[config.mk]
export PLATFORM = sky130hd
export DESIGN_NAME = mseq_sequencer
export DESIGN_NICKNAME = d
export VERILOG_FILES = /design/src/rtl/mseq_pkg.sv /design/src/rtl/mseq_cond_mux.sv /design/src/rtl/mseq_branch_logic.sv /design/src/rtl/mseq_addr_mux.sv /design/src/rtl/mseq_sequencer.sv
export SDC_FILE = /design/constraint.sdc
export NUM_CORES = 1
export LEC_CHECK = 0
export BUFFER_PORTS_ARGS = -buffer_cell sky130_fd_sc_hd__buf_2
export CORE_MARGIN = 2
export CORE_UTILIZATION = 49
export DETAILED_ROUTE_END_ITERATION = 16
export PLACE_DENSITY = 0.82
export SYNTH_ARGS = -nofsm -noshare
export SYNTH_HDL_FRONTEND = slang
export SYNTH_HIERARCHICAL = 1
export SYNTH_SLANG_ARGS = --single-unit
[constraint.sdc]
create_clock -name clk -period 5.2 [get_ports clk]
set_input_delay 1.04 -clock clk [delete_from_list [all_inputs] [get_ports clk]]
set_output_delay 1.04 -clock clk [all_outputs]
set_load 0.02 [all_outputs]
[src/rtl/mseq_pkg.sv]
package mseq_pkg;

    typedef enum logic [1:0] {
        SRC_INC   = 2'd0,
        SRC_FIELD = 2'd1,
        SRC_SAVED = 2'd2,
        SRC_MAP   = 2'd3
    } src_sel_e;

    typedef enum logic [1:0] {
        BR_JUMP   = 2'd0,
        BR_CALL   = 2'd1,
        BR_RETURN = 2'd2,
        BR_MAP    = 2'd3
    } branch_e;

    typedef struct packed {
        src_sel_e src;
        logic     save;
    } seq_ctrl_t;

    // Branch code plus test bit to multiplexer select and save strobe.
    function automatic seq_ctrl_t decode_branch(branch_e br, logic test);
        seq_ctrl_t c;
        c.src  = SRC_INC;
        c.save = 1'b0;
        unique case (br)
            BR_JUMP: begin
                c.src = test ? SRC_FIELD : SRC_INC;
            end
            BR_CALL: begin
                c.src  = test ? SRC_FIELD : SRC_INC;
                c.save = test;
            end
            BR_RETURN: c.src = SRC_SAVED;
            BR_MAP:    c.src = SRC_MAP;
            default:   c.src = SRC_INC;
        endcase
        return c;
    endfunction

endpackage

[src/rtl/mseq_cond_mux.sv]
module mseq_cond_mux #(
    parameter int STAT_W = 7,
    parameter int COND_W = 3
) (
    input  logic [STAT_W-1:0] status,
    input  logic [COND_W-1:0] cond_sel,
    output logic              test
);
    localparam int NCAND = 1 << COND_W;

    logic [NCAND-1:0] cand;

    assign cand[0] = 1'b1;

    generate
        for (genvar i = 1; i < NCAND; i++) begin : g_cand
            if (i <= STAT_W) begin : g_flag
                assign cand[i] = status[i-1];
            end else begin : g_unused
                assign cand[i] = 1'b0;
            end
        end
    endgenerate

    assign test = cand[cond_sel];

endmodule

[src/rtl/mseq_branch_logic.sv]
module mseq_branch_logic
    import mseq_pkg::*;
(
    input  logic [1:0] branch_code,
    input  logic       test,
    output seq_ctrl_t  ctrl
);
    always_comb begin
        ctrl = decode_branch(branch_e'(branch_code), test);
    end
endmodule

[src/rtl/mseq_addr_mux.sv]
module mseq_addr_mux
    import mseq_pkg::*;
#(
    parameter int ADDR_W = 7
) (
    input  src_sel_e             sel,
    input  logic [ADDR_W-1:0]    inc_addr,
    input  logic [ADDR_W-1:0]    field_addr,
    input  logic [ADDR_W-1:0]    saved_addr,
    input  logic [ADDR_W-1:0]    map_addr,
    output logic [ADDR_W-1:0]    next_addr
);
    localparam int NSRC = 4;

    logic [ADDR_W-1:0] srcs [NSRC];

    assign srcs[SRC_INC]   = inc_addr;
    assign srcs[SRC_FIELD] = field_addr;
    assign srcs[SRC_SAVED] = saved_addr;
    assign srcs[SRC_MAP]   = map_addr;

    assign next_addr = srcs[sel];

endmodule

[src/rtl/mseq_sequencer.sv]
module mseq_sequencer
    import mseq_pkg::*;
#(
    parameter int ADDR_W = 7,
    parameter int STAT_W = 7,
    parameter int COND_W = $clog2(STAT_W + 1)
) (
    input  logic              clk,
    input  logic              rst,
    input  logic [ADDR_W-1:0] addr_field,
    input  logic [COND_W-1:0] cond_sel,
    input  logic [1:0]        branch_code,
    input  logic [STAT_W-1:0] status,
    input  logic [ADDR_W-1:0] map_addr,
    output logic [ADDR_W-1:0] car
);
    logic [ADDR_W-1:0] car_q;
    logic [ADDR_W-1:0] sbr_q;
    logic [ADDR_W-1:0] car_inc;
    logic [ADDR_W-1:0] car_d;
    logic              test;
    seq_ctrl_t         ctrl;

    assign car_inc = car_q + ADDR_W'(1);

    mseq_cond_mux #(
        .STAT_W (STAT_W),
        .COND_W (COND_W)
    ) u_cond (
        .status   (status),
        .cond_sel (cond_sel),
        .test     (test)
    );

    mseq_branch_logic u_branch (
        .branch_code (branch_code),
        .test        (test),
        .ctrl        (ctrl)
    );

    mseq_addr_mux #(
        .ADDR_W (ADDR_W)
    ) u_mux (
        .sel        (ctrl.src),
        .inc_addr   (car_inc),
        .field_addr (addr_field),
        .saved_addr (sbr_q),
        .map_addr   (map_addr),
        .next_addr  (car_d)
    );

    always_ff @(posedge clk) begin
        if (rst) begin
            car_q <= '0;
            sbr_q <= '0;
        end else begin
            car_q <= car_d;
            if (ctrl.save) begin
                sbr_q <= car_inc;
            end
        end
    end

    assign car = car_q;

endmodule

==> qor.csv, run 1 <==
stage,metric,value,unit
status,status,"complete, no violations",
die,die_h,44.3,um
critical_path,cp_cell_sequence,buf_2 > mux2_2 > mux4_2 > mux2_4 > mux4_2 > nor2b_1,
final_layout,areaGrowthSynthToFinish,25.2,%
global_routing,grt_start_max_net_pins,15,
clock_tree,cts_tree,built,
place,dpl.hpwl,1370,um
critical_path,cp_slowest_cell,mux4_2,
timing,clock_skew,0.00221,ns
final_layout,multi_input_area,480,um2
timing,timing.final.ws_setup,2.47,ns
power_and_ir_drop,vdd_drop_max,0.222,mV
critical_path,cp_top_family,multiplexers,
die,rows,14,
timing,tightestPinTransition,0.259,ns
global_routing,grt_first_pass_wirelength,2700,um
synth,netlist_top_cells_area,"dfxtp_1, mux4_2, nor2b_1",
drt,drtAntennaViolNets,0,
clock_tree,cts_hold_buf,0,
job,drv_cap,0,
final_layout,final_layout_size_suffix_gt1_frac,0.481,
clock_tree,clock_latency,0.28,ns
synth,yosysMostFrequentCell,dfxtp_1,
drt,first_iter_violations,7,
critical_path,critPathCapture,car[3],
synth,synth-edff-count,0,
timing,fmax,367,MHz
clock_tree,cts_buffer_depth,2,
clock_tree,path_clk_slew,0.08,ns
critical_path,cp-end-kind,flip-flop,
synth,ys_ff_latch,14,
synth,synth_nets,102,
power_and_ir_drop,cellPowerDensity,269,nW/um2
final_layout,fin_util,0.660,
critical_path,crit_fanout,7,
place,dp_slack,2.17,ns
critical_path,required,5.37,ns
critical_path,rr_startpoint,car[0],
synth,yosysUniqueCellTypes,24,
timing,fin_setup_tns,0,ns
place,placed_area,958,um2
synth,ys_warn_count,6,
synth,synth.avg_cell_area,10.9,um2
final_layout,fin_nets,136,
die,die-area,1960,um2
drt,drc,0,
global_routing,use_met2,0.371,
drt,drt_pass1_iterations,3,
critical_path,cp-start-kind,primary input,
global_routing,first_global_vias,660,
global_routing,grt_use_met1,0.192,
critical_path,setup.worst_path.start,cond_sel[2],
timing,finalCriticalPeriod,2.73,ns
clock_tree,post_cts_buffers,0,
global_routing,globalRouteMet3Util,0.0653,
final_layout,regArea,280,um2
critical_path,slowest_delay,0.46,ns
drt,drt_wl_total,1690,um
synth,synthCells,73,
timing,hold_viol,0,
critical_path,worstReg2RegEnd,car[6],
final_layout,stdcell_area,995,um2
global_routing,grt-busiest-layer,met2,
critical_path,worst_r2r_path_depth,6,
critical_path,rrSetupSlack,3.41,ns
power_and_ir_drop,p_leak,0.000445,uW
synth,yosysTopAreaCellShare,0.353,
place,port_buffers,34,
synth,netlist_area,795,um2
timing,max_slew_margin,0.827,
drt,vias,660,
critical_path,worstSetupPathDepth,6,
clock_tree,cts_resized,0,
timing,final-setup-viol-count,0,
die,initial_utilization,0.527,
global_routing,grt_usage,0.194,
timing,finalCritPeriodShare,0.525,
die,ios,35,
clock_tree,htree_levels,1,
clock_tree,cts.root.buffer_cell,clkbuf_4,
drt,via_per_inst,5.41,
final_layout,fill_cells,122,
drt,routedWlPerCell,13.9,um
final_layout,antenna-diode-count,0,
timing,rsz0062_at_grt,false,
critical_path,critPathBufInv,1,
die,die_w,44.3,um
critical_path,crit_arrival,2.90,ns
hold_path,hold_class,reg2reg,
synth,synth_largest_area_cell,dfxtp_1,
clock_tree,cts_buffers,3,
synth,async_reset_ff_frac,0,
die,core-area,1510,um2
critical_path,path_class,in2reg,
global_routing,grt_overflow,0,
timing,finalMaxSlewViolations,0,
place,gp_congestion,0.732,
synth,synth-main-ff-cell,dfxtp_1,
critical_path,cp_common_cell,mux4_2,
global_routing,antenna_found_initial,0,
clock_tree,clock-sinks,14,
synth,yosysSeqAreaShare,0.353,
synth,synthTopCellsByCount,"dfxtp_1, nor2_1, mux4_2",
final cells by class:
cell class / count / share of cell area
Inverter: 2 / 0.00755
Timing Repair Buffer: 34 / 0.171
Sequential cell: 14 / 0.282
Tap cell: 16 / 0.0201
Multi-Input combinational cell: 52 / 0.483
Clock buffer: 4 / 0.0365
flip-flops by register name, indices dropped and copies added (netlist names):
register / cells
car: 7
sbr_q: 7
cells by family (layout without fill, tap and decap cells):
logic type | count (synthesis) | after routing | synth area share
simple gates | 27 | 27 | 0.180
mux | 14 | 14 | 0.313
flops | 14 | 14 | 0.353
compound gates | 7 | 7 | 0.0630
buf+inv | 7 | 40 | 0.0425
xor+xnor | 3 | 3 | 0.0331
fa+ha+maj | 1 | 1 | 0.0157
placed cells by master (no fill, tap or decap):
| cell type | n |
|---|---|
| a211oi_1 | 1 |
| a311oi_1 | 2 |
| and3b_2 | 1 |
| buf_2 | 34 |
| clkbuf_4 | 3 |
| clkbuf_8 | 1 |
| dfxtp_1 | 14 |
| ha_1 | 1 |
| inv_1 | 2 |
| mux2_1 | 1 |
| mux2_2 | 2 |
| mux2_4 | 1 |
| mux2i_1 | 2 |
| mux4_2 | 8 |
| nand2_1 | 4 |
| nand3_1 | 2 |
| nand3_2 | 1 |
| nor2_1 | 9 |
| nor2b_1 | 7 |
| o21a_1 | 2 |
| o21ai_0 | 2 |
| or2b_1 | 1 |
| or3_1 | 2 |
| xnor2_1 | 2 |
| xor2_1 | 1 |
worst min path at each step:
stage / start / end / slack, ns / cells past startpoint
global placement: sbr_q[0] / sbr_q[0] / 0.46 / 2
detailed placement: sbr_q[5] / sbr_q[5] / 0.49 / 2
finish: sbr_q[5] / sbr_q[5] / 0.50 / 2
floorplan: sbr_q[0] / sbr_q[0] / 0.45 / 2
CTS: sbr_q[5] / sbr_q[5] / 0.50 / 2
global route: sbr_q[1] / sbr_q[1] / 0.53 / 2
per-layer routing:
metal | vias to the layer above | part of all wire
met3 | 2 | 0.057
li1 | 327 | -
met1 | 313 | 0.39
met2 | 18 | 0.54
met5 | - | 0
met4 | 0 | 0.0077
worst min-delay path, cell delays in order, from the launching register on:
cell	delay (ns)
dfxtp_1	0.32
nor2_1	0.09
a311oi_1	0.05
power breakdown:
| group | internal [uW] | switching, uW | leakage [uW] |
|---|---|---|---|
| clock | 42.6 | 35.3 | 0.0000210 |
| combinational | 37.5 | 28.9 | 0.000309 |
| sequential | 116 | 7.51 | 0.000115 |
per-stage QoR:
step                hold WS, ns  power, uW  instances
floorplan                 0.453        172         73
global placement          0.464        189        118
detailed placement        0.489        193        118
CTS                       0.501        271        122
global route              0.529        282        122
finish                    0.503        267        122
No activity file was read; power rests on OpenSTA's default activity.
==> run 2: changes to the inputs <==
CORE_UTILIZATION = 41   (was 49)
PLACE_DENSITY = 0.74   (was 0.82)
clock period = 2.2 ns   (was 5.2 ns; I/O delays follow)
==> run 2 against run 1 <==
Die area is 18% higher. Sequential power is 140% higher. Critical path depth unchanged. Worst hold slack got worse by 0.016 ns. Count of clock-buffer cells in the layout unchanged. Largest power group unchanged. Largest cell class unchanged. Via count grew 3.8%.
==> qor.csv, run 2 (same netlist as run 1, synthesis figures left out) <==
stage,metric,value,unit,change
critical_path,cp-start-kind,primary input,,unchanged
die,rows,15,,was 14
critical_path,required,2.37,ns,was 5.37 ns
final_layout,areaGrowthSynthToFinish,28.0,%,was 25.2%
drt,via_per_inst,5.23,,was 5.41
final_layout,fill_cells,157,,was 122
drt,routedWlPerCell,12.9,um,was 13.9 um
final_layout,multi_input_area,492,um2,was 480 um2
timing,tightestPinTransition,0.257,ns,was 0.259 ns
clock_tree,cts_buffer_depth,2,,unchanged
clock_tree,post_cts_buffers,0,,unchanged
place,placed_area,981,um2,was 958 um2
timing,final-setup-viol-count,0,,unchanged
power_and_ir_drop,cellPowerDensity,630,nW/um2,was 269 nW/um2
place,dpl.hpwl,1300,um,was 1370 um
timing,fin_setup_tns,0,ns,unchanged
clock_tree,cts_buffers,3,,unchanged
timing,max_slew_margin,0.827,,about the same
critical_path,crit_arrival,2.28,ns,was 2.90 ns
power_and_ir_drop,intPower,466,uW,was 196 uW
clock_tree,cts_resized,0,,unchanged
power_and_ir_drop,clkPwrFrac,0.296,,was 0.291
hold_path,hp-start,sbr_q[0],,was sbr_q[5]
power_and_ir_drop,total_power,641,uW,was 267 uW
critical_path,rr_startpoint,car[0],,unchanged
critical_path,rrSetupSlack,0.41,ns,was 3.41 ns
final_layout,fin_nets,136,,unchanged
global_routing,grt_start_max_net_pins,15,,unchanged
global_routing,grt_usage,0.152,,was 0.194
critical_path,cp-end-kind,flip-flop,,unchanged
clock_tree,cts.root.buffer_cell,clkbuf_4,,unchanged
clock_tree,clock_latency,0.29,ns,was 0.28 ns
final_layout,layout_common_cells,"buf_2, dfxtp_1, nor2_1",,unchanged
final_layout,regArea,280,um2,unchanged
critical_path,worstReg2RegEnd,car[6],,unchanged
drt,drc,0,,unchanged
die,die_h,48.0,um,was 44.3 um
timing,clock_skew,0.00684,ns,was 0.00221 ns
power_and_ir_drop,p_sw,176,uW,was 71.7 uW
drt,drtAntennaViolNets,0,,unchanged
hold_path,min_to,sbr_q[0],,was sbr_q[5]
global_routing,antenna_found_initial,0,,unchanged
timing,hold_viol,0,,unchanged
clock_tree,path_clk_slew,0.08,ns,about the same
timing,rsz0062_at_grt,false,,unchanged
global_routing,first_global_vias,575,,was 660
power_and_ir_drop,switching_share,0.274,,was 0.268
timing,finalMaxSlewViolations,0,,unchanged
clock_tree,clock-sinks,14,,unchanged
die,die_w,48.0,um,was 44.3 um
drt,drt_pass1_iterations,4,,was 3
place,gp_congestion,0.814,,was 0.732
final_layout,final_common_cell,buf_2,,unchanged
drt,first_iter_violations,2,,was 7
drt,drt_wl_total,1690,um,unchanged
place,port_buffers,34,,unchanged
final_layout,antenna-diode-count,0,,unchanged
critical_path,worst_r2r_path_depth,6,,unchanged
timing,finalCriticalPeriod,2.11,ns,
final_layout,stdcell_area,1020,um2,was 995 um2
critical_path,path_class,in2reg,,unchanged
status,status,"complete, no violations",,unchanged
hold_path,holdPathStages,2,,unchanged
hold_path,hold_class,reg2reg,,unchanged
timing,finalCritPeriodShare,0.960,,
power_and_ir_drop,p_seq_frac,0.454,,was 0.460
clock_tree,htree_levels,1,,unchanged
power_and_ir_drop,vdd_drop_max,0.321,mV,was 0.222 mV
die,ios,35,,unchanged
global_routing,grt_overflow,0,,unchanged
global_routing,grt_first_pass_wirelength,2370,um,was 2700 um
clock_tree,cts_hold_buf,0,,unchanged
power_and_ir_drop,pwr-share-comb,0.250,,was 0.248
drt,vias,685,,was 660
power_and_ir_drop,p_leak,0.000458,uW,was 0.000445 uW
place,place_inst,127,,was 118
die,core-area,1780,um2,was 1510 um2
job,drv_cap,0,,unchanged
timing,fmax,473,MHz,
die,die-area,2310,um2,was 1960 um2
die,initial_utilization,0.446,,was 0.527
final_layout,fin_util,0.571,,was 0.660
clock_tree,cts_tree,built,,unchanged
final_layout,final_layout_size_suffix_gt1_frac,0.491,,was 0.481
final_layout,final-instance-count-excl-fill,131,,was 122
critical_path,crit_fanout,7,,unchanged
## run 2: cell counts in the layout (fill, tap and decap cells not counted)
No cell type changed its count.
## run 2: worst max-delay path, stage by stage
cell     delay (ns)
buf_2          0.14
mux2_4         0.30
mux4_2         0.47
mux2_4         0.36
mux4_2         0.43
nor2b_1        0.14
## run 2: final cells by class
type,instances,share of cell area
clock buffer,4,0.0357
tap,25,0.0308
inverter,2,0.00738
sequential,14,0.276
multi-input combinational,52,0.483
timing repair buffer,34,0.167
## run 2: per-stage QoR
step	hold WS (ns)	setup WS (ns)
2_1_floorplan	0.453	-0.0477
3_3_place_gp	0.464	-0.182
3_5_place_dp	0.476	-0.222
4_1_cts	0.482	0.0954
5_1_grt	0.496	0.0397
6_report	0.487	0.0879
## run 2: power groups by stage
| stage | Clock (uW) | Sequential, uW | Combinational [uW] |
|---|---|---|---|
| 6_report | 190 | 291 | 160 |
| 5_1_grt | 206 | 294 | 174 |
| 3_5_place_dp | 0 | 297 | 161 |
| 2_1_floorplan | 0 | 308 | 102 |
| 3_3_place_gp | 0 | 296 | 156 |
| 4_1_cts | 198 | 291 | 162 |
## run 2: how the worst max path moves through the flow
stage	to	startpoint	slack (ns)
6_report	car[3]	cond_sel[2]	0.09
5_1_grt	car[2]	cond_sel[2]	0.04
4_1_cts	car[3]	cond_sel[2]	0.1
3_5_place_dp	car[2]	cond_sel[2]	-0.22
3_3_place_gp	car[4]	cond_sel[2]	-0.18
2_1_floorplan	car[3]	cond_sel[2]	-0.05
## run 2: metal layers
layer,track usage,wire (um)
met5,0,0
met4,0.0649,12
met3,0.0453,124
met2,0.264,847
met1,0.171,707
==> run 3: changes to the inputs <==
CELL_PAD_IN_SITES_DETAIL_PLACEMENT = 2   (was not set)
CELL_PAD_IN_SITES_GLOBAL_PLACEMENT = 2   (was not set)
CORE_UTILIZATION = 25   (was 41)
CTS_BUF_LIST = sky130_fd_sc_hd__clkbuf_8   (was not set)
PLACE_DENSITY = not set   (was 0.74)
PLACE_DENSITY_LB_ADDON = 0.1   (was not set)
==> run 3 against run 2 <==
Sequential share of layout area down 1.1 points. Fmax down 0.46%. Clock power up 12%. Worst hold slack about the same. Critical endpoint is now car[0]. Largest cell class unchanged. Highest routed layer unchanged.
==> qor.csv, run 3 (same netlist as run 1, synthesis figures left out) <==
stage,metric,value,unit,change
status,status,"complete, no violations",,unchanged
job,drv_cap,0,,unchanged
final_layout,areaGrowthSynthToFinish,33.4,%,was 28.0%
drt,drc,0,,unchanged
clock_tree,clock-sinks,14,,unchanged
place,dpl.hpwl,1680,um,was 1300 um
power_and_ir_drop,clkPwrFrac,0.316,,was 0.296
hold_path,hold_class,reg2reg,,unchanged
drt,vias,679,,was 685
critical_path,cp-end-kind,flip-flop,,unchanged
clock_tree,path_clk_slew,0.06,ns,was 0.08 ns
clock_tree,clock_latency,0.25,ns,was 0.29 ns
final_layout,fin_nets,136,,unchanged
timing,finalCritPeriodShare,0.964,,was 0.960
clock_tree,cts_tree,built,,unchanged
critical_path,crit_arrival,2.26,ns,was 2.28 ns
power_and_ir_drop,p_leak,0.000465,uW,was 0.000458 uW
critical_path,crit_fanout,7,,unchanged
power_and_ir_drop,p_seq_frac,0.435,,was 0.454
power_and_ir_drop,intPower,490,uW,was 466 uW
critical_path,required,2.33,ns,was 2.37 ns
timing,max_slew_margin,0.797,,was 0.827
critical_path,cp-start-kind,primary input,,unchanged
die,die-area,3650,um2,was 2310 um2
clock_tree,cts.root.buffer_cell,clkbuf_8,,was clkbuf_4
drt,drtAntennaViolNets,0,,unchanged
global_routing,grt_start_max_net_pins,15,,unchanged
critical_path,cp_slowest_cell,mux4_2,,unchanged
critical_path,path_class,in2reg,,unchanged
die,rows,20,,was 15
global_routing,first_global_vias,766,,was 575
clock_tree,cts_buffer_depth,2,,unchanged
die,core-area,3030,um2,was 1780 um2
global_routing,grt_overflow,0,,unchanged
clock_tree,cts_hold_buf,0,,unchanged
critical_path,cp_cell_sequence,buf_6 > mux2_4 > mux4_2 > mux2_4 > mux4_2 > nor2b_4,,was buf_2 > mux2_4 > mux4_2 > mux2_4 > mux4_2 > nor2b_1
drt,via_per_inst,4.56,,was 5.23
final_layout,antenna-diode-count,0,,unchanged
timing,tightestPinTransition,0.305,ns,was 0.257 ns
die,initial_utilization,0.262,,was 0.446
drt,drt_wl_total,2090,um,was 1690 um
global_routing,grt_usage,0.133,,was 0.152
timing,rsz0062_at_grt,false,,unchanged
global_routing,grt_first_pass_wirelength,3460,um,was 2370 um
timing,hold_viol,0,,unchanged
die,ios,35,,unchanged
power_and_ir_drop,p_sw,181,uW,was 176 uW
final_layout,fill_cells,340,,was 157
timing,fin_setup_tns,0,ns,unchanged
power_and_ir_drop,switching_share,0.270,,was 0.274
place,place_inst,146,,was 127
timing,finalCriticalPeriod,2.12,ns,was 2.11 ns
final_layout,final-instance-count-excl-fill,149,,was 131
timing,clock_skew,0.000581,ns,was 0.00684 ns
critical_path,slowest_delay,0.47,ns,about the same
clock_tree,cts_buffers,3,,unchanged
die,die_w,60.4,um,was 48.0 um
die,die_h,60.4,um,was 48.0 um
power_and_ir_drop,cellPowerDensity,634,nW/um2,was 630 nW/um2
final_layout,final_common_cell,buf_2,,unchanged
final_layout,final_layout_size_suffix_gt1_frac,0.495,,was 0.491
drt,routedWlPerCell,14.0,um,was 12.9 um
timing,fmax,471,MHz,was 473 MHz
global_routing,antenna_found_initial,0,,unchanged
final_layout,fin_util,0.350,,was 0.571
clock_tree,htree_levels,1,,unchanged
power_and_ir_drop,pwr-share-comb,0.248,,was 0.250
place,port_buffers,34,,unchanged
power_and_ir_drop,vdd_drop_max,0.214,mV,was 0.321 mV
place,gp_congestion,0.670,,was 0.814
timing,final-setup-viol-count,0,,unchanged
drt,drt_pass1_iterations,4,,unchanged
drt,first_iter_violations,5,,was 2
timing,finalMaxSlewViolations,0,,unchanged
final_layout,layout_common_cells,"buf_2, dfxtp_1, nor2_1",,unchanged
## run 3: changes by cell type in the layout (fill, tap and decap cells not counted), sizes merged
cell | before | now
clkbuf | 4 | 3
## run 3: cell type report
cell class | count | area (um2) | share of cell area
clock buffer | 3 | 41.3 | 0.0390
multi-input combinational | 52 | 499 | 0.471
timing repair buffer | 34 | 176 | 0.166
sequential | 14 | 280 | 0.264
inverter | 2 | 7.51 | 0.00708
tap | 44 | 55.1 | 0.0519
## run 3: path summary, 6_finish.rpt
| kind | from | to | slack [ns] | cells past startpoint |
|---|---|---|---|---|
| hold reg to reg | sbr_q[0] | sbr_q[0] | 0.49 | 2 |
| setup / recovery | cond_sel[2] | car[0] | 0.08 | 6 |
| hold / removal | sbr_q[0] | sbr_q[0] | 0.49 | 2 |
| setup reg to reg | car[0] | car[6] | 0.37 | 6 |
## run 3: critical path: cells and delay by family
| family | cells | cell delay, ns |
|---|---|---|
| simple gates | 1 | 0.13 |
| mux | 4 | 1.57 |
| buf+inv | 1 | 0.11 |
## run 3: power by group through the flow
stage	Sequential [uW]	Combinational [uW]	Clock, uW
floorplan	308	102	0
global placement	298	162	0
detailed placement	299	166	0
CTS	293	167	225
global route	295	185	234
finish	292	167	212
## run 3: timing repair
item | CTS | global route
setup buffers | 0 | 0
resized for setup | 0 | 3
hold endpoints to repair | 0 | 0
endpoints found under the setup margin | 0 | 7
## run 3: layer usage
metal  GRT usage  vias up  routed length, um  share of wire
met4      0.0571        0                 35          0.017
met5           0        -                  0              0
met1       0.145      331                864           0.41
met2       0.238       19               1090           0.52
li1            -      325                  -              -
met3      0.0405        4                103          0.049
## run 3: per-stage QoR
stage | hold WS, ns | worst slack, ns | total power [uW] | area [um2]
after detailed placement | 0.481 | -0.250 | 465 | 1000
after global routing | 0.538 | 0.0211 | 714 | 1060
after CTS | 0.495 | 0.0184 | 685 | 1050
after floorplan | 0.453 | -0.0477 | 410 | 806
after global placement | 0.466 | -0.207 | 459 | 1000
final | 0.486 | 0.0782 | 672 | 1060
